$ cat src/rtl/barrier_sync_pkg.sv
package barrier_sync_pkg;
   typedef enum logic {
      SUM_FLAT = 1'b0,
      SUM_TREE = 1'b1
   } sum_kind_e;
endpackage

$ cat src/rtl/barrier_arrival_sum.sv
module barrier_arrival_sum
   import barrier_sync_pkg::*;
#(
   parameter int        NUM_REQ    = 4,
   parameter int        GROUP_SIZE = 2,
   parameter int        CNT_W      = $clog2(NUM_REQ + 1),
   parameter sum_kind_e SUM_KIND   = SUM_TREE
) (
   input  logic [NUM_REQ-1:0] hits_i,
   output logic [CNT_W-1:0]   total_o
);
   localparam int NUM_GRP = (NUM_REQ + GROUP_SIZE - 1) / GROUP_SIZE;
   localparam int PAD_W   = NUM_GRP * GROUP_SIZE;

   generate
      if (SUM_KIND == SUM_FLAT) begin : g_flat
         always_comb begin
            total_o = '0;
            for (int k = 0; k < NUM_REQ; k++) begin
               total_o = total_o + CNT_W'(hits_i[k]);
            end
         end
      end else begin : g_tree
         logic [PAD_W-1:0] padded;
         logic [CNT_W-1:0] grp_sum [NUM_GRP];

         assign padded = PAD_W'(hits_i);

         for (genvar g = 0; g < NUM_GRP; g++) begin : g_leaf
            always_comb begin
               grp_sum[g] = '0;
               for (int k = 0; k < GROUP_SIZE; k++) begin
                  grp_sum[g] = grp_sum[g] + CNT_W'(padded[g*GROUP_SIZE + k]);
               end
            end
         end

         always_comb begin
            total_o = '0;
            for (int g = 0; g < NUM_GRP; g++) begin
               total_o = total_o + grp_sum[g];
            end
         end
      end
   endgenerate
endmodule

$ cat src/rtl/barrier_count_ctrl.sv
module barrier_count_ctrl #(
   parameter int NUM_REQ = 4,
   parameter int CNT_W   = $clog2(NUM_REQ + 1)
) (
   input  logic             clk,
   input  logic             rst_n,
   input  logic [CNT_W-1:0] arr_sum_i,
   input  logic [CNT_W-1:0] need_i,
   output logic             fire_o,
   output logic [CNT_W-1:0] cnt_o,
   output logic             flag_o
);
   logic [CNT_W-1:0] cnt_q;
   logic             flag_q;
   logic [CNT_W:0]   total;
   logic             any_arr;

   assign any_arr = (arr_sum_i != '0);
   assign total   = {1'b0, cnt_q} + {1'b0, arr_sum_i};
   assign fire_o  = any_arr && (total >= {1'b0, need_i});

   always_ff @(posedge clk or negedge rst_n) begin
      if (!rst_n) begin
         cnt_q  <= '0;
         flag_q <= 1'b0;
      end else if (fire_o) begin
         cnt_q  <= '0;
         flag_q <= 1'b1;
      end else if (any_arr) begin
         cnt_q <= total[CNT_W-1:0];
         if (cnt_q == '0) begin
            flag_q <= 1'b0;
         end
      end
   end

   assign cnt_o  = cnt_q;
   assign flag_o = flag_q;
endmodule

$ cat src/rtl/barrier_req_slot.sv
module barrier_req_slot (
   input  logic clk,
   input  logic rst_n,
   input  logic arrive_i,
   input  logic fire_i,
   output logic take_o,
   output logic wait_o,
   output logic release_o
);
   logic wait_q;
   logic rel_q;
   logic joined;

   assign take_o    = arrive_i & ~wait_q;
   assign joined    = wait_q | take_o;
   assign release_o = (rel_q & ~arrive_i) | (fire_i & joined);

   always_ff @(posedge clk or negedge rst_n) begin
      if (!rst_n) begin
         wait_q <= 1'b0;
         rel_q  <= 1'b0;
      end else if (fire_i && joined) begin
         wait_q <= 1'b0;
         rel_q  <= 1'b1;
      end else if (take_o) begin
         wait_q <= 1'b1;
         rel_q  <= 1'b0;
      end
   end

   assign wait_o = wait_q;
endmodule

$ cat src/rtl/barrier_sync_unit.sv
module barrier_sync_unit
   import barrier_sync_pkg::*;
#(
   parameter int        NUM_REQ    = 4,
   parameter int        GROUP_SIZE = 2,
   parameter sum_kind_e SUM_KIND   = SUM_TREE,
   parameter int        CNT_W      = $clog2(NUM_REQ + 1)
) (
   input  logic               clk,
   input  logic               rst_n,
   input  logic [CNT_W-1:0]   part_count,
   input  logic [NUM_REQ-1:0] arrive_i,
   output logic [NUM_REQ-1:0] release_o
);
   generate
      if (NUM_REQ < 1) begin : g_bad_req
         $error("barrier_sync_unit: NUM_REQ must be at least 1");
      end
      if (GROUP_SIZE < 1) begin : g_bad_grp
         $error("barrier_sync_unit: GROUP_SIZE must be at least 1");
      end
      if (CNT_W < $clog2(NUM_REQ + 1)) begin : g_bad_cnt
         $error("barrier_sync_unit: CNT_W too narrow for NUM_REQ");
      end
   endgenerate

   logic [NUM_REQ-1:0] take_vec;
   logic [NUM_REQ-1:0] wait_vec;
   logic [CNT_W-1:0]   arr_sum;
   logic [CNT_W-1:0]   need;
   logic [CNT_W-1:0]   cnt;
   logic               fire;
   logic               flag;

   always_comb begin
      if (part_count == '0) begin
         need = CNT_W'(1);
      end else if (part_count > CNT_W'(NUM_REQ)) begin
         need = CNT_W'(NUM_REQ);
      end else begin
         need = part_count;
      end
   end

   for (genvar i = 0; i < NUM_REQ; i++) begin : g_slot
      barrier_req_slot slot_i (
         .clk       (clk),
         .rst_n     (rst_n),
         .arrive_i  (arrive_i[i]),
         .fire_i    (fire),
         .take_o    (take_vec[i]),
         .wait_o    (wait_vec[i]),
         .release_o (release_o[i])
      );
   end

   barrier_arrival_sum #(
      .NUM_REQ    (NUM_REQ),
      .GROUP_SIZE (GROUP_SIZE),
      .CNT_W      (CNT_W),
      .SUM_KIND   (SUM_KIND)
   ) sum_i (
      .hits_i  (take_vec),
      .total_o (arr_sum)
   );

   barrier_count_ctrl #(
      .NUM_REQ (NUM_REQ),
      .CNT_W   (CNT_W)
   ) ctrl_i (
      .clk       (clk),
      .rst_n     (rst_n),
      .arr_sum_i (arr_sum),
      .need_i    (need),
      .fire_o    (fire),
      .cnt_o     (cnt),
      .flag_o    (flag)
   );
endmodule

$ cat config.mk
export PLATFORM = sky130hd
export DESIGN_NAME = barrier_sync_unit
export DESIGN_NICKNAME = d
export VERILOG_FILES = /design/src/rtl/barrier_sync_pkg.sv /design/src/rtl/barrier_arrival_sum.sv /design/src/rtl/barrier_count_ctrl.sv /design/src/rtl/barrier_req_slot.sv /design/src/rtl/barrier_sync_unit.sv
export SDC_FILE = /design/constraint.sdc
export NUM_CORES = 1
export LEC_CHECK = 0
export ABC_AREA = 1
export BUFFER_PORTS_ARGS = -buffer_cell sky130_fd_sc_hd__buf_2
export CAP_MARGIN = 40
export CORE_MARGIN = 4
export CORE_UTILIZATION = 40
export DETAILED_ROUTE_END_ITERATION = 8
export GPL_TIMING_DRIVEN = 1
export PLACE_DENSITY = 0.62
export SLEW_MARGIN = 40
export SYNTH_ARGS = -nofsm -noshare
export SYNTH_HDL_FRONTEND = slang
export SYNTH_SLANG_ARGS = --single-unit
$ cat constraint.sdc
create_clock -name clk -period 8 [get_ports clk]
set_clock_uncertainty 0.2 [all_clocks]
set_input_delay 1.6 -clock clk [delete_from_list [all_inputs] [get_ports clk]]
set_output_delay 1.6 -clock clk [all_outputs]
set_load 0.02 [all_outputs]
==> flow_summary.yaml, run 1 <==
place:
  port_buffers: 12
  gp_congestion: 0.7149
  dpl_cell_area_um2: 883.3
  hpwlAfterDp_um: 1060
timing:
  finalCriticalPeriod_ns: 6.350
  finalHoldWorstSlack_ns: 0.3108
  drv_slew: 0
  worst_pin_slew_ns: 0.6425
  grt_setup_unrepaired: "false"
  fmax_mhz: 157.5
  setup_viol: 0
  hold_violations: 0
  fin_setup_tns_ns: 0
  relSlewSlack_pct: 57.06
  fin_crit_sh_pct: 79.38
critical_path:
  setup.worst_path.class: "in -> out"
  crit_cells: 17
  cp.buffers_inverters: 5
  reg2reg_to: "g_slot[3].slot_i.rel_q"
  crit_path_max_fanout: 11
  cp_slowest_cell: "fa_1"
  required_ns: 6.20
  worst-r2r-setup-slack_ns: 4.70
  crit_family: "adder cells"
  critPathLaunchType: "input pin"
  critPathMaxStageDelay_ns: 0.51
  reg2reg_from: "g_slot[1].slot_i.wait_o"
  critical_path.endpoint: "release_o[3]"
  ff2ff_path_depth: 14
  crit_path_end_kind: "output pin"
  crit_chain: "buf_2 > inv_1 > nor2_1 > ha_1 > ha_1 > inv_1 > fa_1 > inv_1 > fa_1 > xor2_1 > ha_1 > or2_1 > a21oi_2 > nand2_2 > nand3_1 > nand2_1 > buf_2"
  startpoint: "arrive_i[2]"
  worstPathArrival_ns: 4.55
finish:
  layout-drive-gt1-share_pct: 23.89
  nets: 134
  fillers: 206
  post-route-util_pct: 45.90
  syn_to_final_growth_pct: 8.024
  fin_area_um2: 909.6
  n_antenna_cell: 0
floorplanning:
  die_x_um: 53.88
  pin_count: 13
  rows: 16
  die_y_um: 53.88
  initial_core_util_pct: 42.49
  core_um2: 1982
  dieArea_um2: 2903
yosys:
  syn_area_um2: 842.1
  synthCells: 103
  ys.warnings.count: 0
  avgSynthCellArea_um2: 8.175
  yosysUniqueCellTypes: 17
  synth_mux_area_share_pct: 0
  synth_compound_area_share_pct: 12.48
  synth_simple_gate_area_share_pct: 20.51
  synth-xor-area-share_pct: 1.040
  syn_nets: 123
  synthAdderAreaFrac_pct: 18.13
  synth-seq-cells: 11
  synth_top_family_by_area: "simple AND/OR/NAND/NOR gates"
  ys_seq_area_share_pct: 32.69
clocking:
  cts_max_path_buffers: 2
  clk_pin_slew_ns: 0.07
  cts.sinks: 11
  htreeDepth: 1
  cts-buffers-inserted: 3
  tritoncts: "yes"
  cts_setup_buffers: 0
  ctsHoldBuffers: 0
  cts_resized: 0
  insertion_delay_ns: 0.26
  cts_root_buf: "clkbuf_4"
detailed_routing:
  drtIter0Drc: 5
  routed.top_layer: "met4"
  post_drt_wl_per_cell_um: 9.236
  viasPerCell: 4.364
  vias: 611
  drtPass1Iterations: 4
  met1_length_um: 628
  wirelength_um: 1293
  wl_met3_um: 72
  met2WireLength_um: 583
  antenna_left: 0
  drc: 0
outcome:
  status: "complete, no violations"
global_routing:
  antenna_found_initial: 0
  grt.total_usage_pct: 11.28
  grt_pass1_wl_um: 2311
  grt_max_degree: 16
  grt_pass1_vias: 555
  grt-ovfl-total: 0
worst_hold_path:
  min_path_type: "reg -> reg"
  hold_depth: 2
job:
  maxCapViolCount: 0
sequential cells by signal (all words and copies together) (netlist names):
register / count
g_slot.slot_i.rel_q: 4
ctrl_i.cnt_o: 3
g_slot.slot_i.wait_o: 4
cell usage in the layout (no fill, tap or decap), types with 2 or more instances in the layout:
cell type / netlist / routed
nand2_1: 23 / 23
inv_1: 20 / 20
buf_2: 0 / 12
dfrtp_1: 11 / 11
nor2_1: 9 / 9
ha_1: 9 / 9
a21oi_2: 7 / 7
o21ai_0: 6 / 6
nand3_2: 3 / 3
clkbuf_4: 0 / 3
nand3_1: 2 / 2
fa_1: 2 / 2
layout make-up:
type | count | area (µm²) | area share, %
sequential | 11 | 275.3 | 30.26
inverter | 20 | 75.07 | 8.253
tap | 27 | 33.78 | 3.714
multi-input combinational | 66 | 439.2 | 48.28
clock buffer | 4 | 26.28 | 2.889
timing repair buffer | 12 | 60.06 | 6.602
layer usage:
metal  track usage (%)  vias up
met1             14.43      264
met4             3.830        0
met2             16.13       10
li1                  -      335
met5                 0        -
met3             5.817        2
how the worst min path moves through the flow:
stage,from,to,slack (ns)
after global placement,g_slot[0].slot_i.rel_q,g_slot[0].slot_i.rel_q,0.28
after global routing,ctrl_i.cnt_o[2],ctrl_i.cnt_o[2],0.37
after detailed placement,g_slot[3].slot_i.rel_q,g_slot[3].slot_i.rel_q,0.29
after floorplan,g_slot[0].slot_i.rel_q,g_slot[0].slot_i.rel_q,0.27
after CTS,g_slot[3].slot_i.rel_q,g_slot[3].slot_i.rel_q,0.31
final,g_slot[3].slot_i.rel_q,g_slot[3].slot_i.rel_q,0.31
through the flow:
stage	cells	worst slack [ns]
6_report	140	1.650
5_1_grt	140	1.425
4_1_cts	140	1.617
3_5_place_dp	136	1.632
3_3_place_gp	136	1.650
2_1_floorplan	103	1.993
synthesized netlist by cell type (all sizes together):
library cell / instances / area share, %
nand3: 5 / 4.8
xor2: 1 / 1.0
fa: 2 / 4.8
dfrtp: 11 / 33
nand2: 24 / 11
a21oi: 8 / 7.9
nor2: 9 / 4.0
inv: 20 / 8.9
buf: 6 / 6.2
ha: 9 / 13
o21ai: 7 / 4.6
or2: 1 / 0.74
tightest hold or removal path, cell delays in order (launching register included):
cell and delay (ns):
dfrtp_1 0.34, o21ai_0 0.08, nand2_1 0.06
cell families after synthesis:
| logic type | count (synthesis) |
|---|---|
| XOR/XNOR | 1 |
| AO/OA/AOI/OAI | 15 |
| adder cells (fa/ha/maj) | 11 |
| AND/OR/NAND/NOR | 39 |
| flip-flops | 11 |
| buffers and inverters | 26 |
Power of run 1 is left out: the tool's default activity adds up to more than one toggle a clock period on the data nets, which glitch-free logic cannot reach.
==> inputs of run 2 (changes only) <==
==> constraint.sdc (replaced) <==
create_clock -name clk -period 6.1 [get_ports clk]
set_clock_uncertainty 0.2 [all_clocks]
set_input_delay 1.22 -clock clk [delete_from_list [all_inputs] [get_ports clk]]
set_output_delay 1.22 -clock clk [all_outputs]
set_load 0.02 [all_outputs]
==> flow_summary.yaml, run 2 (synthesis results as in run 1) <==
critical_path:
  required_ns: 4.68
  worstPathArrival_ns: 4.21
  critPathLaunchType: "input pin"
  setup.worst_path.class: "in -> out"
  crit_path_max_fanout: 11
  critPathMaxStageDelay_ns: 0.53
  worst-r2r-setup-slack_ns: 2.75
  ff2ff_path_depth: 14
  cp.buffers_inverters: 5
  cp_slowest_cell: "fa_1"
  crit_family: "adder cells"
  crit_path_end_kind: "output pin"
  crit_chain: "buf_2 > inv_1 > nor2_1 > ha_1 > ha_1 > inv_1 > fa_1 > inv_1 > fa_1 > xor2_1 > ha_1 > or2_1 > a21oi_2 > nand2_2 > nand3_1 > nand2_1 > buf_2"
  crit_cells: 17
timing:
  fin_setup_tns_ns: 0
  worst_pin_slew_ns: 0.6458
  relSlewSlack_pct: 56.84
  drv_slew: 0
  worst_slack_ns: 0.4672
  hold_violations: 0
  fmax_mhz: 177.5
  setup_viol: 0
  fin_crit_sh_pct: 92.34
  grt_setup_unrepaired: "false"
  finalCriticalPeriod_ns: 5.633
global_routing:
  grtUsageMet1_pct: 13.82
  grt_pass1_wl_um: 2408
  grt_max_degree: 16
  grt_pass1_vias: 591
  use_met3_pct: 4.986
  grt-ovfl-total: 0
  met2_usage_pct: 19.15
  grt_busiest_layer: "met2"
  grt.total_usage_pct: 11.59
  antenna_found_initial: 0
finish:
  post-route-util_pct: 45.90
  layout-drive-gt1-share_pct: 23.89
  layout_commonest_cell: "nand2_1"
  n_antenna_cell: 0
  syn_to_final_growth_pct: 8.024
  nets: 134
  instances_no_fill: 140
  final_cell_mix: "nand2_1 (23), inv_1 (20), buf_2 (12), dfrtp_1 (11)"
floorplanning:
  die_y_um: 53.88
  dieArea_um2: 2903
  pin_count: 13
  core_um2: 1982
  initial_core_util_pct: 42.49
  rows: 16
  die_x_um: 53.88
job:
  maxCapViolCount: 0
worst_hold_path:
  min_path_type: "reg -> reg"
  hold_depth: 2
detailed_routing:
  drtPass1Iterations: 2
  drtIter0Drc: 3
  post_drt_wl_per_cell_um: 9.329
  viasPerCell: 4.500
  antenna_left: 0
  vias: 630
  drc: 0
  wirelength_um: 1306
clocking:
  cts.sinks: 11
  ctsHoldBuffers: 0
  cts_max_path_buffers: 2
  tritoncts: "yes"
  cts_root_buf: "clkbuf_4"
  htreeDepth: 1
  cts-buffers-inserted: 3
  insertion_delay_ns: 0.26
  cts_resized: 0
  clk_pin_slew_ns: 0.07
  cts_setup_buffers: 0
place:
  hpwlAfterDp_um: 1063
  port_buffers: 12
  placed_cells: 136
  gp_congestion: 0.7135
  pre_cts_slack_ns: 0.4446
outcome:
  status: "complete, no violations"
[run 2: cell counts in the layout (fill, tap and decap cells not counted)]
No cell type changed its count.
[run 2: layer usage]
layer	vias up	routed length, µm
met3	2	67
met5	-	0
met2	8	599
li1	339	-
met4	0	13
met1	281	626
[run 2: layout make-up]
type,instances,area (µm²)
Inverter,20,75.07
Tap cell,27,33.78
Timing Repair Buffer,12,60.06
Fill cell,200,1072
Sequential cell,11,275.3
Multi-Input combinational cell,66,439.2
Clock buffer,4,26.28
[run 2: worst paths after layout]
kind,start,to
max,arrive_i[2],release_o[3]
min,g_slot[1].slot_i.rel_q,g_slot[1].slot_i.rel_q
max reg2reg,g_slot[1].slot_i.wait_o,g_slot[3].slot_i.rel_q
min reg2reg,g_slot[1].slot_i.rel_q,g_slot[1].slot_i.rel_q
max in group asynchronous,rst_n,g_slot[2].slot_i.wait_o
min in group asynchronous,rst_n,g_slot[0].slot_i.rel_q
[run 2: tightest hold or removal path, delay by kind of cell (launching register included)]
kind	cells	cell delay [ns]
AND/OR/NAND/NOR	1	0.06
AO/OA/AOI/OAI	1	0.08
flip-flops	1	0.34
[run 2: metrics by stage]
stage	hold WS [ns]	area [µm²]
6_report	0.3099	909.6
3_5_place_dp	0.2958	883.3
5_1_grt	0.3345	909.6
4_1_cts	0.3087	909.6
3_3_place_gp	0.2839	883.3
2_1_floorplan	0.2704	842.1
Power of run 2 is left out for the same reason.
